--- src/rtl/xfer_fifo_pkg.sv ---
package xfer_fifo_pkg;

  localparam int HOST_AW = 3;

  typedef enum logic [HOST_AW-1:0] {
    ADR_CMD   = 3'd0,
    ADR_RXD   = 3'd1,
    ADR_CTRL  = 3'd2,
    ADR_STAT  = 3'd3,
    ADR_MASK  = 3'd4,
    ADR_CLR   = 3'd5,
    ADR_MSTAT = 3'd6,
    ADR_RAW   = 3'd7
  } host_addr_e;

  localparam int N_CAUSE = 5;
  localparam int CS_DONE = 0;
  localparam int CS_TERR = 1;
  localparam int CS_FERR = 2;
  localparam int CS_RXAF = 3;
  localparam int CS_TXAE = 4;

  localparam int ST_RX_RERR  = 0;
  localparam int ST_RX_WERR  = 1;
  localparam int ST_RX_EMPTY = 3;
  localparam int ST_RX_FULL  = 4;
  localparam int ST_TX_RERR  = 6;
  localparam int ST_TX_WERR  = 7;
  localparam int ST_TX_EMPTY = 9;
  localparam int ST_TX_FULL  = 11;

  localparam int CT_RX_CLR   = 0;
  localparam int CT_TX_CLR   = 1;
  localparam int CT_RX_THR   = 2;

endpackage

--- src/rtl/xfer_rst_sync.sv ---
module xfer_rst_sync (
  input  logic clk,
  input  logic rst_n,
  output logic rst_sync_n
);

  logic [1:0] stage_q;

  always_ff @(posedge clk or negedge rst_n) begin
    if (!rst_n) stage_q <= 2'b00;
    else        stage_q <= {stage_q[0], 1'b1};
  end

  assign rst_sync_n = stage_q[1];

endmodule

--- src/rtl/xfer_fifo.sv ---
module xfer_fifo #(
  parameter int DEPTH = 64,
  parameter int WIDTH = 8,
  localparam int PTR_W = $clog2(DEPTH),
  localparam int CNT_W = PTR_W + 1
) (
  input  logic             clk,
  input  logic             rst_n,
  input  logic             clr,
  input  logic             push,
  input  logic [WIDTH-1:0] push_data,
  input  logic             pop,
  output logic [WIDTH-1:0] pop_data,
  output logic [CNT_W-1:0] level,
  output logic             empty,
  output logic             full,
  output logic             rd_err,
  output logic             wr_err
);

  logic [WIDTH-1:0] mem [DEPTH];
  logic [PTR_W-1:0] wr_ptr_q, wr_ptr_n, rd_ptr_q, rd_ptr_n;
  logic [CNT_W-1:0] cnt_q, cnt_n;
  logic [WIDTH-1:0] last_q;
  logic             rd_err_q, rd_err_n, wr_err_q, wr_err_n;
  logic             do_push, do_pop;

  assign empty   = (cnt_q == '0);
  assign full    = (cnt_q == CNT_W'(DEPTH));
  assign do_push = push && !full && !clr;
  assign do_pop  = pop && !empty && !clr;

  function automatic logic [PTR_W-1:0] ptr_inc(input logic [PTR_W-1:0] p);
    return (p == PTR_W'(DEPTH - 1)) ? '0 : p + 1'b1;
  endfunction

  always_comb begin
    wr_ptr_n = wr_ptr_q;
    rd_ptr_n = rd_ptr_q;
    cnt_n    = cnt_q;
    rd_err_n = rd_err_q;
    wr_err_n = wr_err_q;
    if (clr) begin
      wr_ptr_n = '0;
      rd_ptr_n = '0;
      cnt_n    = '0;
      rd_err_n = 1'b0;
      wr_err_n = 1'b0;
    end else begin
      if (do_push) wr_ptr_n = ptr_inc(wr_ptr_q);
      if (do_pop)  rd_ptr_n = ptr_inc(rd_ptr_q);
      if (do_push && !do_pop) cnt_n = cnt_q + 1'b1;
      if (do_pop && !do_push) cnt_n = cnt_q - 1'b1;
      if (pop && empty) rd_err_n = 1'b1;
      if (push && full) wr_err_n = 1'b1;
    end
  end

  always_ff @(posedge clk or negedge rst_n) begin
    if (!rst_n) begin
      wr_ptr_q <= '0;
      rd_ptr_q <= '0;
      cnt_q    <= '0;
      rd_err_q <= 1'b0;
      wr_err_q <= 1'b0;
      last_q   <= '0;
    end else begin
      wr_ptr_q <= wr_ptr_n;
      rd_ptr_q <= rd_ptr_n;
      cnt_q    <= cnt_n;
      rd_err_q <= rd_err_n;
      wr_err_q <= wr_err_n;
      if (do_pop) last_q <= mem[rd_ptr_q];
    end
  end

  always_ff @(posedge clk) begin
    if (do_push) mem[wr_ptr_q] <= push_data;
  end

  assign pop_data = empty ? last_q : mem[rd_ptr_q];
  assign level    = cnt_q;
  assign rd_err   = rd_err_q;
  assign wr_err   = wr_err_q;

  // fill level never exceeds the depth
  a_r1_level_bound: assert property (@(posedge clk) disable iff (!rst_n)
    level <= CNT_W'(DEPTH));

  // a push into a full FIFO leaves the level alone and flags it
  a_r3_no_overflow: assert property (@(posedge clk) disable iff (!rst_n)
    (full && push && !pop && !clr) |=> (level == $past(level)) && wr_err);

  // a pop from an empty FIFO flags an underflow
  a_r4_underflow_flag: assert property (@(posedge clk) disable iff (!rst_n)
    (empty && pop && !clr) |=> rd_err);

  // error flags hold until a clear
  a_r5_rd_sticky: assert property (@(posedge clk) disable iff (!rst_n)
    (rd_err && !clr) |=> rd_err);
  a_r5_wr_sticky: assert property (@(posedge clk) disable iff (!rst_n)
    (wr_err && !clr) |=> wr_err);
  a_r5_clear_empties: assert property (@(posedge clk) disable iff (!rst_n)
    clr |=> empty && !rd_err && !wr_err);

endmodule

--- src/rtl/xfer_irq_unit.sv ---
module xfer_irq_unit #(
  parameter int N = 5
) (
  input  logic         clk,
  input  logic         rst_n,
  input  logic [N-1:0] set_i,
  input  logic         clr_we,
  input  logic [N-1:0] clr_bits,
  input  logic         mask_we,
  input  logic [N-1:0] mask_wdata,
  output logic [N-1:0] raw,
  output logic [N-1:0] mask,
  output logic         irq
);

  logic [N-1:0] raw_q, raw_n, mask_q, mask_n;

  always_comb begin
    raw_n  = raw_q;
    mask_n = mask_q;
    if (clr_we)  raw_n  = raw_n & ~clr_bits;
    raw_n = raw_n | set_i;
    if (mask_we) mask_n = mask_wdata;
  end

  always_ff @(posedge clk or negedge rst_n) begin
    if (!rst_n) begin
      raw_q  <= '0;
      mask_q <= '0;
    end else begin
      raw_q  <= raw_n;
      mask_q <= mask_n;
    end
  end

  assign raw  = raw_q;
  assign mask = mask_q;
  assign irq  = |(raw_q & mask_q);

  // a set condition is latched at the next edge
  a_r9_latch: assert property (@(posedge clk) disable iff (!rst_n)
    (set_i != '0) |=> ((raw & $past(set_i)) == $past(set_i)));

  // write-1 bits without a concurrent set are gone after the edge
  a_r10_w1c: assert property (@(posedge clk) disable iff (!rst_n)
    clr_we |=> ((raw & $past(clr_bits & ~set_i)) == '0));

  // no clear write and no set keeps the causes unchanged
  a_r10_hold: assert property (@(posedge clk) disable iff (!rst_n)
    (!clr_we && set_i == '0) |=> $stable(raw));

  // all causes masked keeps the line quiet
  a_r11_masked_quiet: assert property (@(posedge clk) disable iff (!rst_n)
    (mask == '0) |-> !irq);

endmodule

--- src/rtl/xfer_fifo_irq.sv ---
module xfer_fifo_irq
  import xfer_fifo_pkg::*;
#(
  parameter int DEPTH  = 64,
  parameter int CMD_W  = 11,
  parameter int BYTE_W = 8,
  parameter int THR_W  = 6,
  parameter int DATA_W = 16,
  localparam int CNT_W      = $clog2(DEPTH) + 1,
  localparam int TX_THR_LSB = CT_RX_THR + THR_W,
  localparam int CTRL_TOP   = TX_THR_LSB + THR_W
) (
  input  logic              clk,
  input  logic              rst_n,
  input  logic              host_sel,
  input  logic              host_wr,
  input  logic [HOST_AW-1:0] host_addr,
  input  logic [DATA_W-1:0] host_wdata,
  output logic [DATA_W-1:0] host_rdata,
  output logic              eng_cmd_valid,
  output logic [CMD_W-1:0]  eng_cmd_data,
  input  logic              eng_cmd_pop,
  input  logic              eng_rx_push,
  input  logic [BYTE_W-1:0] eng_rx_data,
  input  logic              eng_done,
  input  logic              eng_err,
  output logic              irq
);

  logic rst_s_n;
  xfer_rst_sync u_rst (.clk(clk), .rst_n(rst_n), .rst_sync_n(rst_s_n));

  logic wr_cmd, rd_rxd, wr_ctrl, wr_mask, wr_clr;
  assign wr_cmd  = host_sel &&  host_wr && (host_addr == ADR_CMD);
  assign rd_rxd  = host_sel && !host_wr && (host_addr == ADR_RXD);
  assign wr_ctrl = host_sel &&  host_wr && (host_addr == ADR_CTRL);
  assign wr_mask = host_sel &&  host_wr && (host_addr == ADR_MASK);
  assign wr_clr  = host_sel &&  host_wr && (host_addr == ADR_CLR);

  logic             tx_clr, rx_clr;
  assign rx_clr = wr_ctrl && host_wdata[CT_RX_CLR];
  assign tx_clr = wr_ctrl && host_wdata[CT_TX_CLR];

  logic [THR_W-1:0] rx_thr_q, rx_thr_n, tx_thr_q, tx_thr_n;

  always_comb begin
    rx_thr_n = rx_thr_q;
    tx_thr_n = tx_thr_q;
    if (wr_ctrl) begin
      rx_thr_n = host_wdata[CT_RX_THR +: THR_W];
      tx_thr_n = host_wdata[TX_THR_LSB +: THR_W];
    end
  end

  always_ff @(posedge clk or negedge rst_s_n) begin
    if (!rst_s_n) begin
      rx_thr_q <= '0;
      tx_thr_q <= '0;
    end else begin
      rx_thr_q <= rx_thr_n;
      tx_thr_q <= tx_thr_n;
    end
  end

  logic [CNT_W-1:0]  tx_level, rx_level;
  logic              tx_empty, tx_full, tx_rerr, tx_werr;
  logic              rx_empty, rx_full, rx_rerr, rx_werr;
  logic [BYTE_W-1:0] rx_byte;

  xfer_fifo #(.DEPTH(DEPTH), .WIDTH(CMD_W)) u_txq (
    .clk(clk), .rst_n(rst_s_n), .clr(tx_clr),
    .push(wr_cmd), .push_data(host_wdata[CMD_W-1:0]),
    .pop(eng_cmd_pop), .pop_data(eng_cmd_data),
    .level(tx_level), .empty(tx_empty), .full(tx_full),
    .rd_err(tx_rerr), .wr_err(tx_werr)
  );

  xfer_fifo #(.DEPTH(DEPTH), .WIDTH(BYTE_W)) u_rxq (
    .clk(clk), .rst_n(rst_s_n), .clr(rx_clr),
    .push(eng_rx_push), .push_data(eng_rx_data),
    .pop(rd_rxd), .pop_data(rx_byte),
    .level(rx_level), .empty(rx_empty), .full(rx_full),
    .rd_err(rx_rerr), .wr_err(rx_werr)
  );

  assign eng_cmd_valid = !tx_empty;

  logic [N_CAUSE-1:0] cause_set, raw, mask;
  always_comb begin
    cause_set          = '0;
    cause_set[CS_DONE] = eng_done;
    cause_set[CS_TERR] = eng_err;
    cause_set[CS_FERR] = tx_rerr | tx_werr | rx_rerr | rx_werr;
    cause_set[CS_RXAF] = (rx_level >= CNT_W'(rx_thr_q));
    cause_set[CS_TXAE] = (tx_level <= CNT_W'(tx_thr_q));
  end

  xfer_irq_unit #(.N(N_CAUSE)) u_irq (
    .clk(clk), .rst_n(rst_s_n), .set_i(cause_set),
    .clr_we(wr_clr), .clr_bits(host_wdata[N_CAUSE-1:0]),
    .mask_we(wr_mask), .mask_wdata(host_wdata[N_CAUSE-1:0]),
    .raw(raw), .mask(mask), .irq(irq)
  );

  logic [DATA_W-1:0] stat;
  always_comb begin
    stat              = '0;
    stat[ST_RX_RERR]  = rx_rerr;
    stat[ST_RX_WERR]  = rx_werr;
    stat[ST_RX_EMPTY] = rx_empty;
    stat[ST_RX_FULL]  = rx_full;
    stat[ST_TX_RERR]  = tx_rerr;
    stat[ST_TX_WERR]  = tx_werr;
    stat[ST_TX_EMPTY] = tx_empty;
    stat[ST_TX_FULL]  = tx_full;
  end

  always_comb begin
    host_rdata = '0;
    case (host_addr)
      ADR_RXD:   host_rdata = DATA_W'(rx_byte);
      ADR_CTRL:  host_rdata = DATA_W'({tx_thr_q, rx_thr_q, 2'b00});
      ADR_STAT:  host_rdata = stat;
      ADR_MASK:  host_rdata = DATA_W'(mask);
      ADR_MSTAT: host_rdata = DATA_W'(raw & mask);
      ADR_RAW:   host_rdata = DATA_W'(raw);
      default:   host_rdata = '0;
    endcase
  end

  logic unused_wbits;
  assign unused_wbits = ^host_wdata[DATA_W-1:CTRL_TOP];

  // the host never sees an empty flag while the FIFO reports a level
  a_r2_empty_level: assert property (@(posedge clk) disable iff (!rst_s_n)
    stat[ST_RX_EMPTY] |-> (rx_level == '0));

  // a set error flag shows up as the FIFO-error cause one edge later
  a_r6_ferr: assert property (@(posedge clk) disable iff (!rst_s_n)
    (tx_rerr || tx_werr || rx_rerr || rx_werr) |=> raw[CS_FERR]);

endmodule

--- config.mk ---
export PLATFORM = sky130hd
export DESIGN_NAME = xfer_fifo_irq
export DESIGN_NICKNAME = d
export VERILOG_FILES = /design/src/rtl/xfer_fifo_pkg.sv /design/src/rtl/xfer_rst_sync.sv /design/src/rtl/xfer_fifo.sv /design/src/rtl/xfer_irq_unit.sv /design/src/rtl/xfer_fifo_irq.sv
export SDC_FILE = /design/constraint.sdc
export NUM_CORES = 1
export LEC_CHECK = 0
export ABC_AREA = 0
export BUFFER_PORTS_ARGS = -buffer_cell sky130_fd_sc_hd__buf_2
export CORE_MARGIN = 2
export CORE_UTILIZATION = 35
export DETAILED_ROUTE_END_ITERATION = 7
export PLACE_DENSITY = 0.53
export SLEW_MARGIN = 20
export SYNTH_ARGS = -nofsm -noshare
export SYNTH_HDL_FRONTEND = slang
export SYNTH_SLANG_ARGS = --single-unit
--- constraint.sdc ---
create_clock -name clk -period 3.8 [get_ports clk]
set_clock_uncertainty 0.15 [all_clocks]
set_input_delay 0.19 -clock clk [delete_from_list [all_inputs] [get_ports clk]]
set_output_delay 0.19 -clock clk [all_outputs]
set_load 0.02 [all_outputs]
==> summary.md <==
| Metric | Value |
|---|---|
| Outcome | finished, final reports clean |
| CP arrival | 3410 ps |
| Worst IR Drop VDD | 478 uV |
| Tcrit/Tclk final | 0.986 |
| Worst-path clk slew | 60 ps |
| Initial antenna violation count | 2 |
| Mapped Cells | 2976 |
| First-pass GRT wire length | 201000 um |
| PnR worst setup slack | 54.5 ps |
| Synthesized area per cell | 17.6 um^2 |
| Number of library cell types mapped by synthesis | 75 |
| Antenna cells | 0 |
| Sequential-to-total area share from yosys stat | 0.737 |
| Startpoint Class | flip-flop |
| Global route overflow | 0 |
| Vias | 28671 |
| Post-route ant nets | 0 |
| Routed Wire Length | 139000 um |
| Cts bufs inserted | 140 |
| Highest clock rate | 0.267 GHz |
| Cell area after layout | 63500 um^2 |
| Ys flop type | edfxtp_1 |
| CP max stage delay | 570 ps |
| Cell Area, Synth | 52400 um^2 |
| Endpoint class of the critical path | primary output |
| Area growth from synthesis to layout | 21.2% |
| Cells after DPL | 5079 |
| Post-synth EDFFs | 1216 |
| Place WS | -120 ps |
| Clk buf depth | 3 |
| Die area | 153000 um^2 |
| Io pins | 64 |
| Post-DP HPWL | 86900 um |
| P_leak | 21.2 nW |
| Count of input and output buffers | 59 |
| Die width | 391 um |
| Relative slew slack | 0.261 |
| DR vias/cell | 5.26 |
| Vias in the first global route | 28988 |
| PwrDens | 661 nW/um^2 |
| Final min period | 3750 ps |
| Clock sink count | 1301 |
| Kind of critical path | reg2out |
| Syn. warnings | 0 |
| DP Area | 56700 um^2 |
| Most common cell after layout, fill and taps aside | edfxtp_1 |
| Final Hold Vio Count | 0 |
| Final nets | 3456 |
| R2R Setup Slk | 350 ps |
| Largest net degree at the start of global routing | 66 |
| TritonCTS clock tree | built |
| Fin. max-slew vios | 0 |
| CP max stage cell | mux4_2 |
| Fillcell total | 13274 |
| Die Ht | 391 um |
| Worst-Skew Late Latency | 790 ps |
| Initial DRT Pass Iterations | 5 |
| Core ar. | 149000 um^2 |
| Share of cells above drive strength 1 | 0.269 |
| Max FO, Critical Path | 5 |
| FFs w/ async S/R, synth | 0.0653 |
| CP delay by family, top | multiplexers |
| Root buf cell | clkbuf_16 |
| H-tree depth | 4 |
| Yosys top cell area share | 0.697 |
| DRT iter0 DRCs | 2477 |
| Starting Density | 0.351 |
| Worst min path class | in2reg |
| WP buf/inv | 3 |
| Synth top area cells | edfxtp_1 (70%), mux4_2 (7.3%), mux2i_1 (6.3%), dfrtp_1 (4.1%), a22oi_1 (1.7%) |
| Max-Cap Viols | 0 |
| CP required | 3460 ps |
| Worst-margin pin slew | 1110 ps |
| Critical-path cell list | buf_12, buf_12, mux4_2, mux4_2, nor2_2, nor4_2, a311oi_2, o21ai_2, buf_2 |
| Gpl congestion | 0.863 |
| Fin cells | 5451 |
| RSZ-0062 raised after global routing | true |
| All-Layer GR Usage | 0.181 |
| Most frequent cells in the layout | edfxtp_1 (1216), mux2i_1 (312), buf_4 (293) |
| Final setup violating endpoints | 0 |
| Top cell type by total area after synthesis | edfxtp_1 |
| Site Rows | 142 |
| # DRC | 0 |
| #FFs+latches synth | 1301 |
| Routed len/inst | 25.6 um |
## per-layer routing
| metal | GRT usage | wire, um | vias up |
|---|---|---|---|
| met5 | 0 | 0 | - |
| met4 | 0.0538 | 3720 | 0 |
| met3 | 0.0303 | 6640 | 189 |
| met2 | 0.297 | 68000 | 731 |
| met1 | 0.247 | 61200 | 14972 |
| li1 | - | - | 12779 |
## final cells by class
type                    instances  area [um^2]  share of cell area
repair buffers                456         4370              0.0688
flip-flops and latches       1301        38700               0.608
multi-input cells            1481        13700               0.216
well taps                    1944         2430              0.0383
clock buffers                 185         3730              0.0588
clock inverters                63          522             0.00821
inverters                      21         78.8             0.00124
## final timing paths
kind	startpoint	endpoint	cells after the start
max	u_rxq.rd_ptr_q[0]	host_rdata[1]	9
min	host_wdata[2]	u_txq.mem[50][2]	1
max reg2reg	u_txq.level[1]	u_txq.level[6]	11
min reg2reg	u_rst.stage_q[1]	tx_thr_q[5]	0
max in group asynchronous	u_rst.stage_q[1]	u_txq.rd_ptr_q[0]	1
min in group asynchronous	rst_n	u_rst.stage_q[0]	3
## stage by stage
stage,util,TNS (ps),hold slack (ps),power (mW)
finish,0.426,0,45.5,42.0
global route,0.426,-393,61.5,43.6
CTS,0.422,-438,3.66,41.9
detailed placement,0.380,-129,-173,27.2
global placement,0.380,-197,-174,27.2
floorplan,-,0,-256,23.1
## report_power, final
part           leakage [nW]  switching, mW  total (mW)  internal [mW]
Clock                  2.07           5.65        12.7           7.06
Combinational          7.20           6.80        12.6           5.85
Sequential             12.0          0.509        16.6           16.1
Total                  21.2           13.0        42.0           29.1
## sequential cells by signal, indices dropped and copies added, names as in the netlist, 2 cells and up
register / cells
u_rxq.mem: 512
u_txq.wr_ptr_q: 6
u_rxq.rd_ptr_q: 6
u_txq.last_q: 11
u_txq.level: 7
u_rxq.last_q: 8
u_irq.mask: 5
u_rst.stage_q: 2
u_rxq.wr_ptr_q: 6
u_irq.raw: 5
rx_thr_q: 6
u_rxq.level: 7
tx_thr_q: 6
u_txq.rd_ptr_q: 6
u_txq.mem: 704
## Yosys cell counts (all sizes together), types with 6 or more instances
cell type and instances:
nand3b 9, nand2b 12, o211ai 6, nor2 197, nand4 7, ha 20
o41ai 7, mux2 31, and3 11, or3b 6, mux2i 329, mux4 170
clkbuf 75, nand3 56, buf 100, nor4 8, nor2b 19, a21boi 6
edfxtp 1216, o21ai 104, a31oi 17, nand2 111, a22oi 122, a221oi 12
nor3 12, dfrtp 85, o22ai 10, and2 9, a211oi 11, a21o 10
a21oi 84, inv 19, xor2 6
## cell families after synthesis
| kind of cell | share of synthesized area |
|---|---|
| other | 0.000143 |
| AO/OA/AOI/OAI | 0.0542 |
| multiplexers | 0.143 |
| flip-flops | 0.737 |
| XOR/XNOR | 0.00150 |
| AND/OR/NAND/NOR | 0.0429 |
| adder cells (fa/ha/maj) | 0.00477 |
| buffers and inverters | 0.0168 |
## repair_timing
action | CTS | global route
buffers inserted | 50 | 21
setup endpoints to repair | 19 | 18
hold endpoints to repair | 555 | 0
gates cloned | 11 | 6
pin swaps | 40 | 35
gates resized for setup | 206 | 46
hold buffers | 38 | 0
No activity file was read; power rests on OpenSTA's default activity.
